--- src/rtl/irl_pkg.sv ---
package irl_pkg;

  // Default geometry of the request vectors and level encoding
  localparam int unsigned REQ_W_DEF = 32;
  localparam int unsigned LVL_W_DEF = 5;
  localparam int unsigned SW_LO_DEF = 4;
  localparam int unsigned SW_HI_DEF = 18;
  localparam int unsigned EX_LO_DEF = 20;
  localparam int unsigned EX_HI_DEF = 30;

  // Outcome of one evaluation
  typedef struct packed {
    logic take_trap;
    logic flag_async;
  } irl_decision_t;

endpackage

--- src/rtl/irl_range_scan.sv ---
module irl_range_scan #(
  parameter int unsigned REQ_W  = 32,
  parameter int unsigned LVL_W  = 5,
  parameter int unsigned LO     = 4,
  parameter int unsigned HI     = 18,
  parameter bit          REBASE = 1'b1
) (
  input  logic [REQ_W-1:0] req_vec,
  output logic [REQ_W-1:0] picked,
  output logic             hit,
  output logic [LVL_W-1:0] level
);

  localparam int unsigned SPAN = HI - LO + 1;
  localparam logic [REQ_W-1:0] RANGE_MASK =
    ((REQ_W'(1) << SPAN) - REQ_W'(1)) << LO;

  assign picked = req_vec & RANGE_MASK;

  // Ascending scan: the last set bit in range decides the level
  always_comb begin
    hit   = 1'b0;
    level = '0;
    for (int i = 0; i < int'(REQ_W); i++) begin
      if (picked[i]) begin
        hit = 1'b1;
        if (REBASE) level = LVL_W'(i - int'(LO) + 1);
        else        level = LVL_W'(i);
      end
    end
  end

endmodule

--- src/rtl/irl_check_flag.sv ---
module irl_check_flag (
  input  logic clk,
  input  logic rst_n,
  input  logic rearm,
  input  logic eval_req,
  output logic eval_fire,
  output logic pending_q
);

  logic pending_d;

  assign eval_fire = eval_req & pending_q;

  always_comb begin
    pending_d = pending_q;
    if (eval_fire) pending_d = 1'b0;
    if (rearm)     pending_d = 1'b1;
  end

  always_ff @(posedge clk or negedge rst_n) begin
    if (!rst_n) pending_q <= 1'b1;
    else        pending_q <= pending_d;
  end

  // an evaluation without a rearm leaves no check pending
  p_eval_clears_r8: assert property (@(posedge clk) disable iff (!rst_n)
    ($past(eval_fire) && !$past(rearm)) |-> !pending_q);

  // a rearm always leaves a check pending
  p_rearm_sets_r8: assert property (@(posedge clk) disable iff (!rst_n)
    $past(rearm) |-> pending_q);

endmodule

--- src/rtl/irl_decide.sv ---
module irl_decide
  import irl_pkg::*;
#(
  parameter int unsigned LVL_W = 5
) (
  input  logic             eval_fire,
  input  logic             async_req,
  input  logic             sw_hit,
  input  logic [LVL_W-1:0] sw_lvl,
  input  logic             ext_hit,
  input  logic [LVL_W-1:0] ext_lvl,
  input  logic [LVL_W-1:0] ipl_q,
  output logic [LVL_W-1:0] win_lvl,
  output irl_decision_t    decision
);

  // External levels sit above all software levels
  always_comb begin
    if (ext_hit)     win_lvl = ext_lvl;
    else if (sw_hit) win_lvl = sw_lvl;
    else             win_lvl = '0;
  end

  always_comb begin
    decision.flag_async = eval_fire & async_req;
    decision.take_trap  = eval_fire & ~async_req &
                          (win_lvl != '0) & (win_lvl > ipl_q);
  end

endmodule

--- src/rtl/irq_level_resolver.sv ---
module irq_level_resolver
  import irl_pkg::*;
#(
  parameter int unsigned REQ_W = REQ_W_DEF,
  parameter int unsigned LVL_W = LVL_W_DEF,
  parameter int unsigned SW_LO = SW_LO_DEF,
  parameter int unsigned SW_HI = SW_HI_DEF,
  parameter int unsigned EX_LO = EX_LO_DEF,
  parameter int unsigned EX_HI = EX_HI_DEF
) (
  input  logic             clk,
  input  logic             rst_n,
  input  logic             ipl_we,
  input  logic [LVL_W-1:0] ipl_din,
  input  logic             rearm,
  input  logic             eval_req,
  input  logic             async_req,
  input  logic [REQ_W-1:0] sw_req,
  input  logic [REQ_W-1:0] ext_req,
  output logic             trap_pulse,
  output logic [REQ_W-1:0] summary_q,
  output logic [LVL_W-1:0] level_q,
  output logic             check_pending,
  output logic             async_err
);

  localparam int unsigned NSRC = 2;
  localparam logic [REQ_W-1:0] EXT_MASK =
    ((REQ_W'(1) << (EX_HI - EX_LO + 1)) - REQ_W'(1)) << EX_LO;

  logic [NSRC-1:0][REQ_W-1:0] src_vec;
  logic [NSRC-1:0][REQ_W-1:0] src_pick;
  logic [NSRC-1:0]            src_hit;
  logic [NSRC-1:0][LVL_W-1:0] src_lvl;

  logic             eval_fire;
  logic [LVL_W-1:0] ipl_q, ipl_d;
  logic [LVL_W-1:0] win_lvl;
  irl_decision_t    decision;
  logic [REQ_W-1:0] summary_d;
  logic [LVL_W-1:0] level_d;
  logic             trap_d, err_d;

  assign src_vec[0] = sw_req;
  assign src_vec[1] = ext_req;

  // Source 0 is software (re-based), source 1 is external (raw index)
  for (genvar s = 0; s < int'(NSRC); s++) begin : g_src
    irl_range_scan #(
      .REQ_W (REQ_W),
      .LVL_W (LVL_W),
      .LO    ((s == 0) ? SW_LO : EX_LO),
      .HI    ((s == 0) ? SW_HI : EX_HI),
      .REBASE((s == 0) ? 1'b1 : 1'b0)
    ) u_scan (
      .req_vec(src_vec[s]),
      .picked (src_pick[s]),
      .hit    (src_hit[s]),
      .level  (src_lvl[s])
    );
  end

  irl_check_flag u_flag (
    .clk      (clk),
    .rst_n    (rst_n),
    .rearm    (rearm),
    .eval_req (eval_req),
    .eval_fire(eval_fire),
    .pending_q(check_pending)
  );

  irl_decide #(.LVL_W(LVL_W)) u_decide (
    .eval_fire(eval_fire),
    .async_req(async_req),
    .sw_hit   (src_hit[0]),
    .sw_lvl   (src_lvl[0]),
    .ext_hit  (src_hit[1]),
    .ext_lvl  (src_lvl[1]),
    .ipl_q    (ipl_q),
    .win_lvl  (win_lvl),
    .decision (decision)
  );

  // Next-state logic
  always_comb begin
    ipl_d     = ipl_we ? ipl_din : ipl_q;
    trap_d    = decision.take_trap;
    err_d     = decision.flag_async;
    summary_d = summary_q;
    level_d   = level_q;
    if (decision.take_trap) begin
      summary_d = src_pick[0] | src_pick[1];
      level_d   = win_lvl;
    end
  end

  // Registers
  always_ff @(posedge clk or negedge rst_n) begin
    if (!rst_n) begin
      ipl_q      <= '0;
      trap_pulse <= 1'b0;
      async_err  <= 1'b0;
      summary_q  <= '0;
      level_q    <= '0;
    end else begin
      ipl_q      <= ipl_d;
      trap_pulse <= trap_d;
      async_err  <= err_d;
      summary_q  <= summary_d;
      level_q    <= level_d;
    end
  end

  // a taken trap reports a level above the priority level it was compared with
  p_above_ipl_r6: assert property (@(posedge clk) disable iff (!rst_n)
    trap_pulse |-> (level_q > $past(ipl_q)));

  // a trap pulse always follows an accepted evaluation
  p_trap_needs_eval_r8: assert property (@(posedge clk) disable iff (!rst_n)
    trap_pulse |-> $past(eval_fire));

  // without a trap the reported values hold
  p_hold_r10: assert property (@(posedge clk) disable iff (!rst_n)
    !trap_pulse |-> ($stable(level_q) && $stable(summary_q)));

  // an asynchronous request never resolves into a trap
  p_async_blocks_r9: assert property (@(posedge clk) disable iff (!rst_n)
    async_err |-> (!trap_pulse && $stable(level_q)));

  // an external bit in the summary means an external level won
  p_ext_wins_r4: assert property (@(posedge clk) disable iff (!rst_n)
    (trap_pulse && ((summary_q & EXT_MASK) != '0)) |-> (level_q >= LVL_W'(EX_LO)));

endmodule

--- config.mk ---
export PLATFORM = sky130hd
export DESIGN_NAME = irq_level_resolver
export DESIGN_NICKNAME = d
export VERILOG_FILES = /design/src/rtl/irl_pkg.sv /design/src/rtl/irl_range_scan.sv /design/src/rtl/irl_check_flag.sv /design/src/rtl/irl_decide.sv /design/src/rtl/irq_level_resolver.sv
export SDC_FILE = /design/constraint.sdc
export NUM_CORES = 1
export LEC_CHECK = 0
export ABC_AREA = 1
export BUFFER_PORTS_ARGS = -buffer_cell sky130_fd_sc_hd__buf_2
export CORE_AREA = 2 2 80 82
export DETAILED_ROUTE_END_ITERATION = 16
export DIE_AREA = 0 0 82 84
export PLACE_DENSITY = 0.6
export SYNTH_ARGS = -nofsm -noshare
export SYNTH_HDL_FRONTEND = slang
export SYNTH_SLANG_ARGS = --single-unit
--- constraint.sdc ---
create_clock -name clk -period 2.1 [get_ports clk]
set_input_delay 0.42 -clock clk [delete_from_list [all_inputs] [get_ports clk]]
set_output_delay 0.42 -clock clk [all_outputs]
set_load 0.05 [all_outputs]
### Yosys cells after proc, flatten, opt, wreduce, memory -nomap -nowiden

Index checks and enable logic that the tools add are counted.

| word-level totals | value |
|---|---|
| register bits | 45 |
| word-level logic and storage cells | 72 |

| operators by class | value |
|---|---|
| order comparisons | 1 |
| muxes and demuxes | 56 |
| bitwise operators | 7 |
| reduce and logical (&&, ||, !) cells | 2 |

Operator list:

| kind | number |
|---|---|
| $mux 5 | 25 |
| $or 19x31->31 | 1 |
| $mux 1 | 29 |
| $and 1x1->1 | 5 |
| $gt 5x5->1 | 1 |
| $reduce_bool 5->1 | 1 |
| $mux 2 | 2 |
| $reduce_bool 2->1 | 1 |
| $not 1->1 | 1 |

### Longest topological paths before layout

| depth | value |
|---|---|
| word-level depth | 20 |
| depth in mapped cells | 26 |

### Cells and area by module

A second synthesis with hierarchy kept.

| second synthesis, totals | value |
|---|---|
| cell total of the unflattened synthesis | 388 |
| area total of the unflattened synthesis | 2925.3 um^2 |

Modules (own cells, without submodules):

| module | times used | cells an instance | area an instance (um^2) | sequential area each (um^2) |
|---|---|---|---|---|
| irq_level_resolver | 1 | 179 | 1742.9 | 1101.1 |
| irl_range_scan (g_src[0].u_scan) | 1 | 77 | 430.4 | 0.0 |
| irl_range_scan (g_src[1].u_scan) | 1 | 64 | 382.9 | 0.0 |
| irl_decide | 1 | 61 | 320.3 | 0.0 |
| irl_check_flag | 1 | 7 | 48.8 | 26.3 |

### Least setup slack after synthesis

OpenSTA, ideal clock, no wires.

| timing path | value |
|---|---|
| kind | input to register |
| from | in ext_req[21] |
| to | reg level_q[1] |
| library setup time | 66 ps |
| arrival | 2489 ps |
| data required time | 2034 ps |
| path slack | -455 ps |
| stages on the path | 15 |
| buffers on the path | 1 |
| path through | inv_1 -> o21bai_1 -> a21oi_1 -> o21ai_0 -> a21oi_1 -> or2_2 -> nand2_1 -> inv_1 -> ha_1 -> nor4_1 -> a2111oi_0 -> nor4_2 -> clkbuf_1 -> nand3_1 -> nand2_1 |

| on the way | value |
|---|---|
| cells in the longest elaborated chain, start to end | 14 |
| elaborated cells on any way between the ends | 25 |
| those cells by class | 1 x order compare; 21 x mux; 2 x bitwise; 1 x reduce/logical |

RTL lines:

| item | RTL line | RTL |
|---|---|---|
| from (decl) | irq_level_resolver.sv:19 | `input logic [REQ_W-1:0] ext_req,` |
| $mux 5 / $mux 1 (equally long branches) (10 in a row) | irl_range_scan.sv:25 | `if (picked[i]) begin` |
| $mux 5 (*) | irl_decide.sv:19 | `if (ext_hit) win_lvl = ext_lvl;` |
| branches (longest 3 deep; another with $gt 5x5->1) | -- |  |
| to (signal assigned) | irq_level_resolver.sv:110 | `level_q <= level_d;` |
| to (decl) | irq_level_resolver.sv:22 | `output logic [LVL_W-1:0] level_q,` |

Every way passes the cells marked *.
A chain may end at the register's enable or synchronous reset.

### Final worst setup path

| timing path | value |
|---|---|
| from | in ext_req[22] |
| to | reg summary_q[22] |

| on the way | value |
|---|---|
| cells in the longest elaborated chain, start to end | 13 |
| elaborated cells on any way between the ends | 24 |
| those cells by class | 1 x order compare; 19 x mux; 3 x bitwise; 1 x reduce/logical |

RTL lines:

| item | RTL line | RTL |
|---|---|---|
| $mux 5 / $mux 1 (equally long branches) (9 in a row) | irl_range_scan.sv:25 |  |
| $mux 5 (*) | irl_decide.sv:19 |  |
| via u_decide.win_lvl[2] | irl_decide.sv:13 | `output logic [LVL_W-1:0] win_lvl,` |
| branches (longest 2 deep; another with $gt 5x5->1) | -- |  |
| $and 1x1->1 (*) | irl_decide.sv:27 | `(win_lvl != '0) & (win_lvl > ipl_q);` |
| to (signal assigned) | irq_level_resolver.sv:109 | `summary_q <= summary_d;` |
| to (decl) | irq_level_resolver.sv:21 | `output logic [REQ_W-1:0] summary_q,` |

Mark *: on every way through the listed nets, which the timed path passes.

==> results_dict.tcl <==
set metrics [dict create \
    outcome "complete, but fails checks" \
    violations "setup timing" \
    overflow 0 \
    postSynthCellCount 262 \
    dp_slack_ps -856 \
    firstDrtPassIters 4 \
    grt_pass1_vias 1956 \
    slew_headroom_pct 58.9 \
    row_count 29 \
    final_nets 451 \
    synth_area_um2 2030 \
    yosysTopAreaCell "dfrtp_1" \
    min_period_over_period_pct 123 \
    start_kind "primary input" \
    dp_cells 431 \
    fin_crit_ps 2570 \
    cts-root-buf "clkbuf_8" \
    first_iter_violations 59 \
    synth-seq-cells 39 \
    clk_pin_slew_ps 70 \
    drive_gt1_share_pct 45.4 \
    synthTopCellsByArea "dfrtp_1 47%, nand2_1 18%, nand3_1 8.1%" \
    clk_latency_ps 290 \
    tightestPinTransition_ps 616 \
    grt_pass1_wl_um 8740 \
    ir_drop_mv 0.439 \
    synth_warnings 0 \
    post-route-util_pct 52.0 \
    grt_util_all_layers_pct 16.5 \
    cts_buffers 5 \
    clock_sinks 39 \
    gp_congestion 0.790 \
    wirelength_um 5430 \
    setup_slack_ps -474 \
    die_x_um 82 \
    fin_skew_ps 6.28 \
    yosysTopAreaCellShare_pct 46.8 \
    ioPinCount 115 \
    antenna_found_initial 0 \
    end_kind "flop" \
    drcViolationCount 0 \
    fin_cells 449 \
    whs_ps 141 \
    arrival_ps 2760 \
    synth-seq-area-share_pct 48.1 \
    start_util_pct 33.4 \
    power_density_nw_per_um2 878 \
    maxCapViolations 0 \
    via_per_inst 4.42 \
    rsz0062_at_grt "true" \
    cts_tree "yes" \
    max_freq_mhz 388 \
    syn2layout_area_growth_pct 55.8 \
    dieHeight_um 84 \
    setup_viol 32 \
    hold_viol_final 0 \
    avgRoutedWirePerCell_um 12.1 \
    fin_tns_setup_ps -14450 \
    crit_fanout 8 \
    core-area_um2 6100 \
    cts-root-to-sink-buffers 2 \
    vias 1986 \
    antenna_left 0 \
    htree_levels 2 \
    syn_area_per_cell_um2 7.76 \
    finalMaxSlewViolations 0 \
    die_area_um2 6890 \
    portBuffers 70 \
    yosys.cell_types.count 29 \
    leakagePower_nw 1.74 \
    hold_path.class "primary input to async pin" \
    post-dp-hpwl_um 3860 \
    criticalPathCategory "primary input to flop" \
    grt_max_degree 28 \
    required_ps 2290 \
    antenna_cells 0 \
]
[Yosys cell counts, drive strengths merged]
library cell,number
a2111oi,1
a21o,1
a21oi,4
a31oi,1
buf,12
clkbuf,4
conb,1
dfrtp,38
dfstp,1
ha,5
inv,33
mux2,1
nand2,98
nand3,34
nor2,11
nor3,4
nor4,2
nor4b,1
o21ai,8
o21bai,1
or2,1
[cell type report]
cell class	count	area [um^2]
fillers	609	2930
multi-input cells	179	1040
flip-flops and latches	39	977
repair buffers	113	811
inverters	33	139
clock buffers	8	100
well taps	77	96.3
[cell usage in the layout, fill, tap and decap left out, drive strengths merged]
cell type,count
bufbuf,1
dfstp,1
nor2,11
dfrtp,38
or2,1
a31oi,1
o21ai,8
clkinv,1
nand2,98
a21oi,4
clkbuf,9
nand3,34
ha,5
buf,111
nor4b,1
a2111oi,1
mux2,1
inv,32
nor3,4
nor4,2
a21o,1
o21bai,1
conb,6
[state kept, by name, indices dropped and copies added (netlist names)]
register / count
async_err: 1
summary_q: 26
level_q: 5
u_flag.pending_q: 1
trap_pulse: 1
ipl_q: 5
[per-stage QoR]
| step | instance area [um^2] | total power [mW] |
|---|---|---|
| floorplan | 2080 | 1.80 |
| global placement | 2690 | 2.11 |
| detailed placement | 2690 | 2.12 |
| CTS | 2970 | 2.72 |
| global route | 3170 | 2.93 |
| finish | 3170 | 2.78 |
[worst max-delay path, cell delays in order]
cell       delay (ps)
buf_6             100
nor2_4             90
inv_2              50
nor3_4            180
inv_2              70
nor3_4            200
o21ai_2           110
ha_4              300
inv_4              40
nor4_4            310
a2111oi_4         100
nor4_4            270
nand2_4           110
buf_12            150
buf_16            140
nand2_1            70
nand2_1            50
[final timing paths]
| path | startpoint | end | slack, ps | cells past startpoint |
|---|---|---|---|---|
| worst min-delay path | rst_n | level_q[4] | 140 | 1 |
| worst min register to register | summary_q[14] | summary_q[14] | 470 | 2 |
| max in group asynchronous | rst_n | summary_q[24] | 1320 | 2 |
| min in group clk | rearm | u_flag.pending_q | 320 | 2 |
| worst max register to register | ipl_q[2] | summary_q[22] | 80 | 11 |
| worst max-delay path | ext_req[22] | summary_q[22] | -470 | 17 |
[cell families (layout without fill, tap and decap cells)]
logic type / Yosys count / in the layout / share of synthesized area (%)
compound gates: 16 / 16 / 4.43
fa+ha+maj: 5 / 5 / 3.08
buf+inv: 49 / 154 / 11.4
flops: 39 / 39 / 48.1
mux: 1 / 1 / 0.554
other cells: 1 / 6 / 0.184
simple gates: 151 / 151 / 32.2
[repair_timing]
item                       4_1_cts  5_1_grt
pin swaps                        8       14
setup endpoints to repair       32       32
setup buffers                    9        1
hold buffers                     0        0
resized for setup               12       48
cloned                           2        1
[routing by layer]
layer | GRT usage [%] | wire, um
met1 | 21.3 | 2410
met2 | 26.8 | 2700
met3 | 4.00 | 270
met4 | 5.00 | 47
met5 | 0 | 0
[report_power, final]
| group | total, mW | internal (mW) | switching (mW) |
|---|---|---|---|
| Combinational | 1.21 | 0.341 | 0.871 |
| Sequential | 1.01 | 0.914 | 0.101 |
| Clock | 0.555 | 0.300 | 0.255 |
| Total | 2.78 | 1.55 | 1.23 |
Power figures use the tool's default switching activity.
